==> config.mk <==
export PLATFORM = sky130hd
export DESIGN_NAME = cluster_backplane_link
export DESIGN_NICKNAME = d
export VERILOG_FILES = /design/src/rtl/cbl_pkg.sv /design/src/rtl/cbl_link_ctrl.sv /design/src/rtl/cbl_link_datapath.sv /design/src/rtl/cluster_backplane_link.sv
export SDC_FILE = /design/constraint.sdc
export NUM_CORES = 1
export LEC_CHECK = 0
export ABC_AREA = 1
export BUFFER_PORTS_ARGS = -buffer_cell sky130_fd_sc_hd__buf_2
export CAP_MARGIN = 10
export CELL_PAD_IN_SITES_DETAIL_PLACEMENT = 1
export CELL_PAD_IN_SITES_GLOBAL_PLACEMENT = 2
export CORE_ASPECT_RATIO = 1.2
export CORE_MARGIN = 2
export CORE_UTILIZATION = 30
export DETAILED_ROUTE_END_ITERATION = 10
export PLACE_DENSITY_LB_ADDON = 0.1
export SYNTH_ARGS = -nofsm -noshare
export SYNTH_HDL_FRONTEND = slang
export SYNTH_SLANG_ARGS = --single-unit
==> constraint.sdc <==
create_clock -name clk -period 2.1 [get_ports clk]
set_input_delay 0.42 -clock clk [delete_from_list [all_inputs] [get_ports clk]]
set_output_delay 0.42 -clock clk [all_outputs]
set_load 0.03 [all_outputs]
==> src/rtl/cbl_pkg.sv <==
package cbl_pkg;
  localparam int LINES        = 7;
  localparam int CLUSTERS     = 9;
  localparam int CHECKS       = 4;
  localparam int SLICE_A_DATA = LINES - 1;
  localparam int SLICE_B_DATA = CLUSTERS - SLICE_A_DATA;
  localparam int CODE_LEN     = CLUSTERS + CHECKS;

  typedef logic [CLUSTERS-1:0] clusterVec_t;
  typedef logic [LINES-1:0]    lineVec_t;
  typedef logic [CHECKS-1:0]   checkVec_t;

  typedef struct packed {
    logic txLoadA;
    logic txSendB;
    logic rxCapA;
    logic rxCapB;
    logic rxShiftIdle;
  } linkStrobes_t;

  // Check bits of a Hamming code: data sit at the non-power-of-two positions
  function automatic checkVec_t hamCheck(input clusterVec_t d);
    checkVec_t chk;
    int idx;
    chk = '0;
    idx = 0;
    for (int p = 1; p <= CODE_LEN; p++) begin
      if ((p & (p - 1)) != 0) begin
        for (int k = 0; k < CHECKS; k++) begin
          if (((p >> k) & 1) == 1) chk[k] = chk[k] ^ d[idx];
        end
        idx++;
      end
    end
    return chk;
  endfunction

  // Flip the data bit whose code position equals the syndrome
  function automatic clusterVec_t hamFix(input clusterVec_t d, input checkVec_t syn);
    clusterVec_t r;
    int idx;
    r = d;
    idx = 0;
    for (int p = 1; p <= CODE_LEN; p++) begin
      if ((p & (p - 1)) != 0) begin
        if (int'(syn) == p) r[idx] = ~r[idx];
        idx++;
      end
    end
    return r;
  endfunction
endpackage

==> src/rtl/cbl_link_ctrl.sv <==
module cbl_link_ctrl
  import cbl_pkg::*;
(
  input  logic         clk,
  input  logic         rstN,
  input  logic         busyMode,
  input  logic         txSend,
  input  logic         txAny,
  input  logic         rxStrobe,
  output linkStrobes_t strobes
);
  logic txPhaseB;
  logic rxPhaseB;
  logic idleSeen;
  logic txReq;
  logic rxIdle;

  assign txReq  = busyMode ? txAny : txSend;
  assign rxIdle = !rxPhaseB && !rxStrobe;

  always_comb begin
    strobes             = '0;
    strobes.txLoadA     = !txPhaseB && txReq;
    strobes.txSendB     = txPhaseB;
    strobes.rxCapA      = !rxPhaseB && rxStrobe;
    strobes.rxCapB      = rxPhaseB;
    strobes.rxShiftIdle = rxIdle && idleSeen;
  end

  always_ff @(posedge clk or negedge rstN) begin
    if (!rstN) begin
      txPhaseB <= 1'b0;
      rxPhaseB <= 1'b0;
      idleSeen <= 1'b0;
    end else begin
      txPhaseB <= strobes.txLoadA;
      rxPhaseB <= strobes.rxCapA;
      idleSeen <= rxIdle && !idleSeen;
    end
  end
endmodule

==> src/rtl/cbl_link_datapath.sv <==
module cbl_link_datapath
  import cbl_pkg::*;
(
  input  logic         clk,
  input  logic         rstN,
  input  linkStrobes_t strobes,
  input  clusterVec_t  txClusters,
  output lineVec_t     txLines,
  output logic         txAny,
  input  lineVec_t     rxLines,
  output clusterVec_t  rxClusters,
  output logic         rxValid,
  output logic         rxError,
  output clusterVec_t  rxBusy
);
  clusterVec_t                txHold;
  logic [SLICE_A_DATA-1:0]    rxHoldA;
  clusterVec_t                rxData;
  checkVec_t                  rxSyn;
  clusterVec_t                rxFixed;
  clusterVec_t                busyLast;
  clusterVec_t                busyPrev;

  assign txAny   = |txClusters;
  assign rxData  = {rxLines[SLICE_B_DATA-1:0], rxHoldA};
  assign rxSyn   = hamCheck(rxData) ^ rxLines[LINES-1:SLICE_B_DATA];
  assign rxFixed = hamFix(rxData, rxSyn);
  assign rxBusy  = busyLast | busyPrev;

  always_ff @(posedge clk or negedge rstN) begin
    if (!rstN) begin
      txLines <= '0;
      txHold  <= '0;
    end else if (strobes.txLoadA) begin
      txLines <= {1'b1, txClusters[SLICE_A_DATA-1:0]};
      txHold  <= txClusters;
    end else if (strobes.txSendB) begin
      txLines <= {hamCheck(txHold), txHold[CLUSTERS-1:SLICE_A_DATA]};
    end else begin
      txLines <= '0;
    end
  end

  always_ff @(posedge clk or negedge rstN) begin
    if (!rstN) begin
      rxHoldA    <= '0;
      rxClusters <= '0;
      rxValid    <= 1'b0;
      rxError    <= 1'b0;
      busyLast   <= '0;
      busyPrev   <= '0;
    end else begin
      rxValid <= strobes.rxCapB;
      rxError <= strobes.rxCapB && (rxSyn != '0);
      if (strobes.rxCapA) rxHoldA <= rxLines[SLICE_A_DATA-1:0];
      if (strobes.rxCapB) begin
        rxClusters <= rxFixed;
        busyLast   <= rxFixed;
        busyPrev   <= busyLast;
      end else if (strobes.rxShiftIdle) begin
        busyLast <= '0;
        busyPrev <= busyLast;
      end
    end
  end
endmodule

==> src/rtl/cluster_backplane_link.sv <==
module cluster_backplane_link
  import cbl_pkg::*;
(
  input  logic       clk,
  input  logic       rstN,
  input  logic       busyMode,
  input  logic       txSend,
  input  logic [8:0] txClusters,
  output logic [6:0] txLines,
  input  logic [6:0] rxLines,
  output logic [8:0] rxClusters,
  output logic       rxValid,
  output logic       rxError,
  output logic [8:0] rxBusy
);
  linkStrobes_t strobes;
  logic         txAny;

  cbl_link_ctrl uCtrl (
    .clk      (clk),
    .rstN     (rstN),
    .busyMode (busyMode),
    .txSend   (txSend),
    .txAny    (txAny),
    .rxStrobe (rxLines[LINES-1]),
    .strobes  (strobes)
  );

  cbl_link_datapath uPath (
    .clk        (clk),
    .rstN       (rstN),
    .strobes    (strobes),
    .txClusters (txClusters),
    .txLines    (txLines),
    .txAny      (txAny),
    .rxLines    (rxLines),
    .rxClusters (rxClusters),
    .rxValid    (rxValid),
    .rxError    (rxError),
    .rxBusy     (rxBusy)
  );
endmodule

==> flow_metrics.env <==
export IMPL_fin_util_pct=36.6
export IMPL_crit_top_cell="nand2_1"
export IMPL_grtUsageTotal_pct=15.2
export IMPL_synthCells=375
export IMPL_cp_slowest_cell="dfrtp_1"
export IMPL_yosys_top_cells_area="dfrtp_1, nand2_1, nand2_2"
export IMPL_die_area_um2=10400
export IMPL_finalSetupViolations=0
export IMPL_synth_seq_area_share_pct=46.8
export IMPL_ios=47
export IMPL_die_w_um=93.6
export IMPL_grt_pass1_vias=2453
export IMPL_p_total_w=0.00381
export IMPL_fill_cells=1201
export IMPL_num_antenna_cells=0
export IMPL_power_frac_clock_pct=25.5
export IMPL_p_int_w=0.00231
export IMPL_drtAntennaViolNets=0
export IMPL_via_count=2492
export IMPL_fp_row_count=39
export IMPL_post_synth_top_area_cell="dfrtp_1"
export IMPL_skew_ns=0.00650
export IMPL_yosysWarnings=0
export IMPL_end_kind="flop"
export IMPL_crit_path_cell_trace="inv_1, nand2_1, nand2_1, nand2_1, nand2_2, inv_2, nand2_2, nand2_4, nor2_1, nand3_1, nand3_1, nand2_1"
export IMPL_cts_reportedPaths_clkPinSlew_ns=0.07
export IMPL_h_tree_depth=2
export IMPL_finalSetupTns_ns=0
export IMPL_fin_crit_ns=1.68
export IMPL_worstSkewPairLatency_ns=0.29
export IMPL_required_ns=2.28
export IMPL_relSlewSlack_pct=77.9
export IMPL_routedWlPerCell_um=13.7
export IMPL_drtPass1Iterations=4
export IMPL_power_density_nw_per_um2=1100
export IMPL_min_path_type="input pin to asynchronous set/reset pin"
export IMPL_synth_nets=395
export IMPL_critPathLaunchType="flop"
export IMPL_dp_cells=544
export IMPL_grt_setup_unrepaired="false"
export IMPL_layout_drive_gt1_share_pct=27.3
export IMPL_hold_violations=0
export IMPL_grt_max_degree=55
export IMPL_pre_cts_slack_ns=0.333
export IMPL_critPathKind="flop to flop"
export IMPL_area_growth_syn_to_layout_pct=19.8
export IMPL_layout_setup_ws_ns=0.416
export IMPL_r2r_setup_slack_ns=0.42
export IMPL_p_seq_share_pct=37.0
export IMPL_synth_cell_type_count=26
export IMPL_portBuffers=46
export IMPL_p_switching_w=0.00151
export IMPL_clk_path_buf_depth=2
export IMPL_gp_congestion=0.774
export IMPL_cts_root_buf="clkbuf_16"
export IMPL_syn_area_um2=2890
export IMPL_worst_slew_pin_slew_ns=0.330
export IMPL_grt_pass1_wl_mm=12.5
export IMPL_final_max_slew_viol_count=0
export IMPL_cts_resized=0
export IMPL_min_period_over_period_pct=80.2
export IMPL_cts_setup_buffers=0
export IMPL_timing_rr_start="uPath.rxHoldA[2]"
export IMPL_antenna_found_initial=0
export IMPL_cts_hold_buffers=0
export IMPL_switching_share_pct=39.5
export IMPL_slowest_delay_ns=0.43
export IMPL_p_comb_share_pct=37.5
export IMPL_synth_top_cell_area_share_pct=46.8
export IMPL_ys_ff_latch=54
export IMPL_outcome="completed"
export IMPL_start_util_pct=30.5
export IMPL_nets=448
export IMPL_power_leakage_nw=1.87
export IMPL_r2r_cells=12
export IMPL_cts_buffers=5
export IMPL_drc=0
export IMPL_max_cap_violations=0
export IMPL_drt_iter0_drc=69
export IMPL_vias_per_cell=4.51
export IMPL_numClockSinks=54
export IMPL_crit_fanout=4
export IMPL_synth_area_per_cell_um2=7.70
export IMPL_stdcell_count=552
export IMPL_cts_tree="done"
export IMPL_fp_dieH_um=112
export IMPL_clock_fmax_ghz=0.594
export IMPL_overflow=0
export IMPL_r2r_end="uPath.rxClusters[2]"
export IMPL_ir_worst_vdd_uv=403
export IMPL_drt_total_wl_mm=7.55
export IMPL_coreArea_um2=9470
export IMPL_cp_data_arrival_time_ns=1.87
export IMPL_dp_hpwl_mm=5.91
[metrics by stage]
step	hold slack [ns]	area, um^2
5_1_grt	0.140	3460
6_report	0.118	3460
3_3_place_gp	0.444	3290
2_1_floorplan	0.124	2890
3_5_place_dp	0.446	3290
4_1_cts	0.134	3460
[cells in the final DEF (no fill, tap or decap), drive strengths merged, types with 3 or more instances in the layout]
| cell | count |
|---|---|
| buf | 51 |
| clkbuf | 5 |
| clkinv | 3 |
| dfrtp | 54 |
| inv | 27 |
| nand2 | 194 |
| nand3 | 29 |
| nor2 | 18 |
| o21ai | 17 |
| or2 | 12 |
| xnor2 | 5 |
| xor2 | 8 |
[cells by family (layout without fill, tap and decap cells)]
| group | after synthesis | in the layout | synth area share [%] |
|---|---|---|---|
| and+or+nand+nor | 256 | 256 | 41.1 |
| xor gates and xnor gates | 13 | 13 | 3.94 |
| buffers and inverters | 34 | 88 | 5.11 |
| DFF | 54 | 54 | 46.8 |
| AOI/OAI and AO/OA | 18 | 18 | 3.12 |
[flip-flops by register name (all words and copies together), names as in the netlist, 6 cells and up]
| signal | cells |
|---|---|
| uPath.rxClusters | 9 |
| uPath.busyLast | 9 |
| uPath.txHold | 9 |
| uPath.rxHoldA | 6 |
| uPath.txLines | 7 |
| uPath.busyPrev | 9 |
[power groups by stage]
| stage | clock network, W | registers [W] | logic (W) |
|---|---|---|---|
| 5_1_grt | 0.00105 | 0.00144 | 0.00160 |
| 2_1_floorplan | 0 | 0.00156 | 0.000911 |
| 3_3_place_gp | 0 | 0.00143 | 0.00144 |
| 6_report | 0.000974 | 0.00141 | 0.00143 |
| 3_5_place_dp | 0 | 0.00144 | 0.00146 |
| 4_1_cts | 0.00101 | 0.00142 | 0.00146 |
[cells in the mapped netlist, drive strengths merged]
cell	instances
nor2	18
clkbuf	1
dfrtp	54
nand3	29
xnor2	5
clkinv	3
nand3b	1
inv	26
buf	4
nor3	1
nor4	1
o21ai	17
nand2	194
or2	12
a21oi	1
xor2	8
[layer usage]
metal	part of all wire, %	GRT usage, %	wire, um	up-vias
li1	-	-	-	1259
met3	3.3	2.57	248	6
met4	1.3	4.64	98	0
met5	0	0	0	-
met2	49	25.0	3700	38
met1	46	20.4	3510	1189
[worst max-delay path: cells and delay by family, from the launching register on]
family	cells	cell delay [ns]
buf+inv	2	0.22
flops	1	0.43
simple gates	10	0.95
[final cells by class]
class	instances	area, um^2	share of cell area (%)
inverter	29	111	3.22
sequential	54	1350	39.0
timing repair buffer	51	280	8.10
clock buffer	5	125	3.62
multi-input combinational	287	1390	40.2
tap	123	154	4.45
clock inverter	3	48.8	1.41
[worst max path at each step]
stage / from / slack [ns] / endpoint
finish: uPath.rxHoldA[2] / 0.42 / uPath.rxClusters[2]
global placement: rxLines[2] / 0.34 / uPath.busyLast[1]
CTS: uPath.rxHoldA[2] / 0.37 / uPath.rxClusters[1]
detailed placement: rxLines[2] / 0.33 / uPath.rxClusters[1]
floorplan: rxLines[2] / 0.64 / uPath.busyLast[1]
global route: uPath.rxHoldA[4] / 0.24 / uPath.rxClusters[1]
No activity file was read; power rests on OpenSTA's default activity.
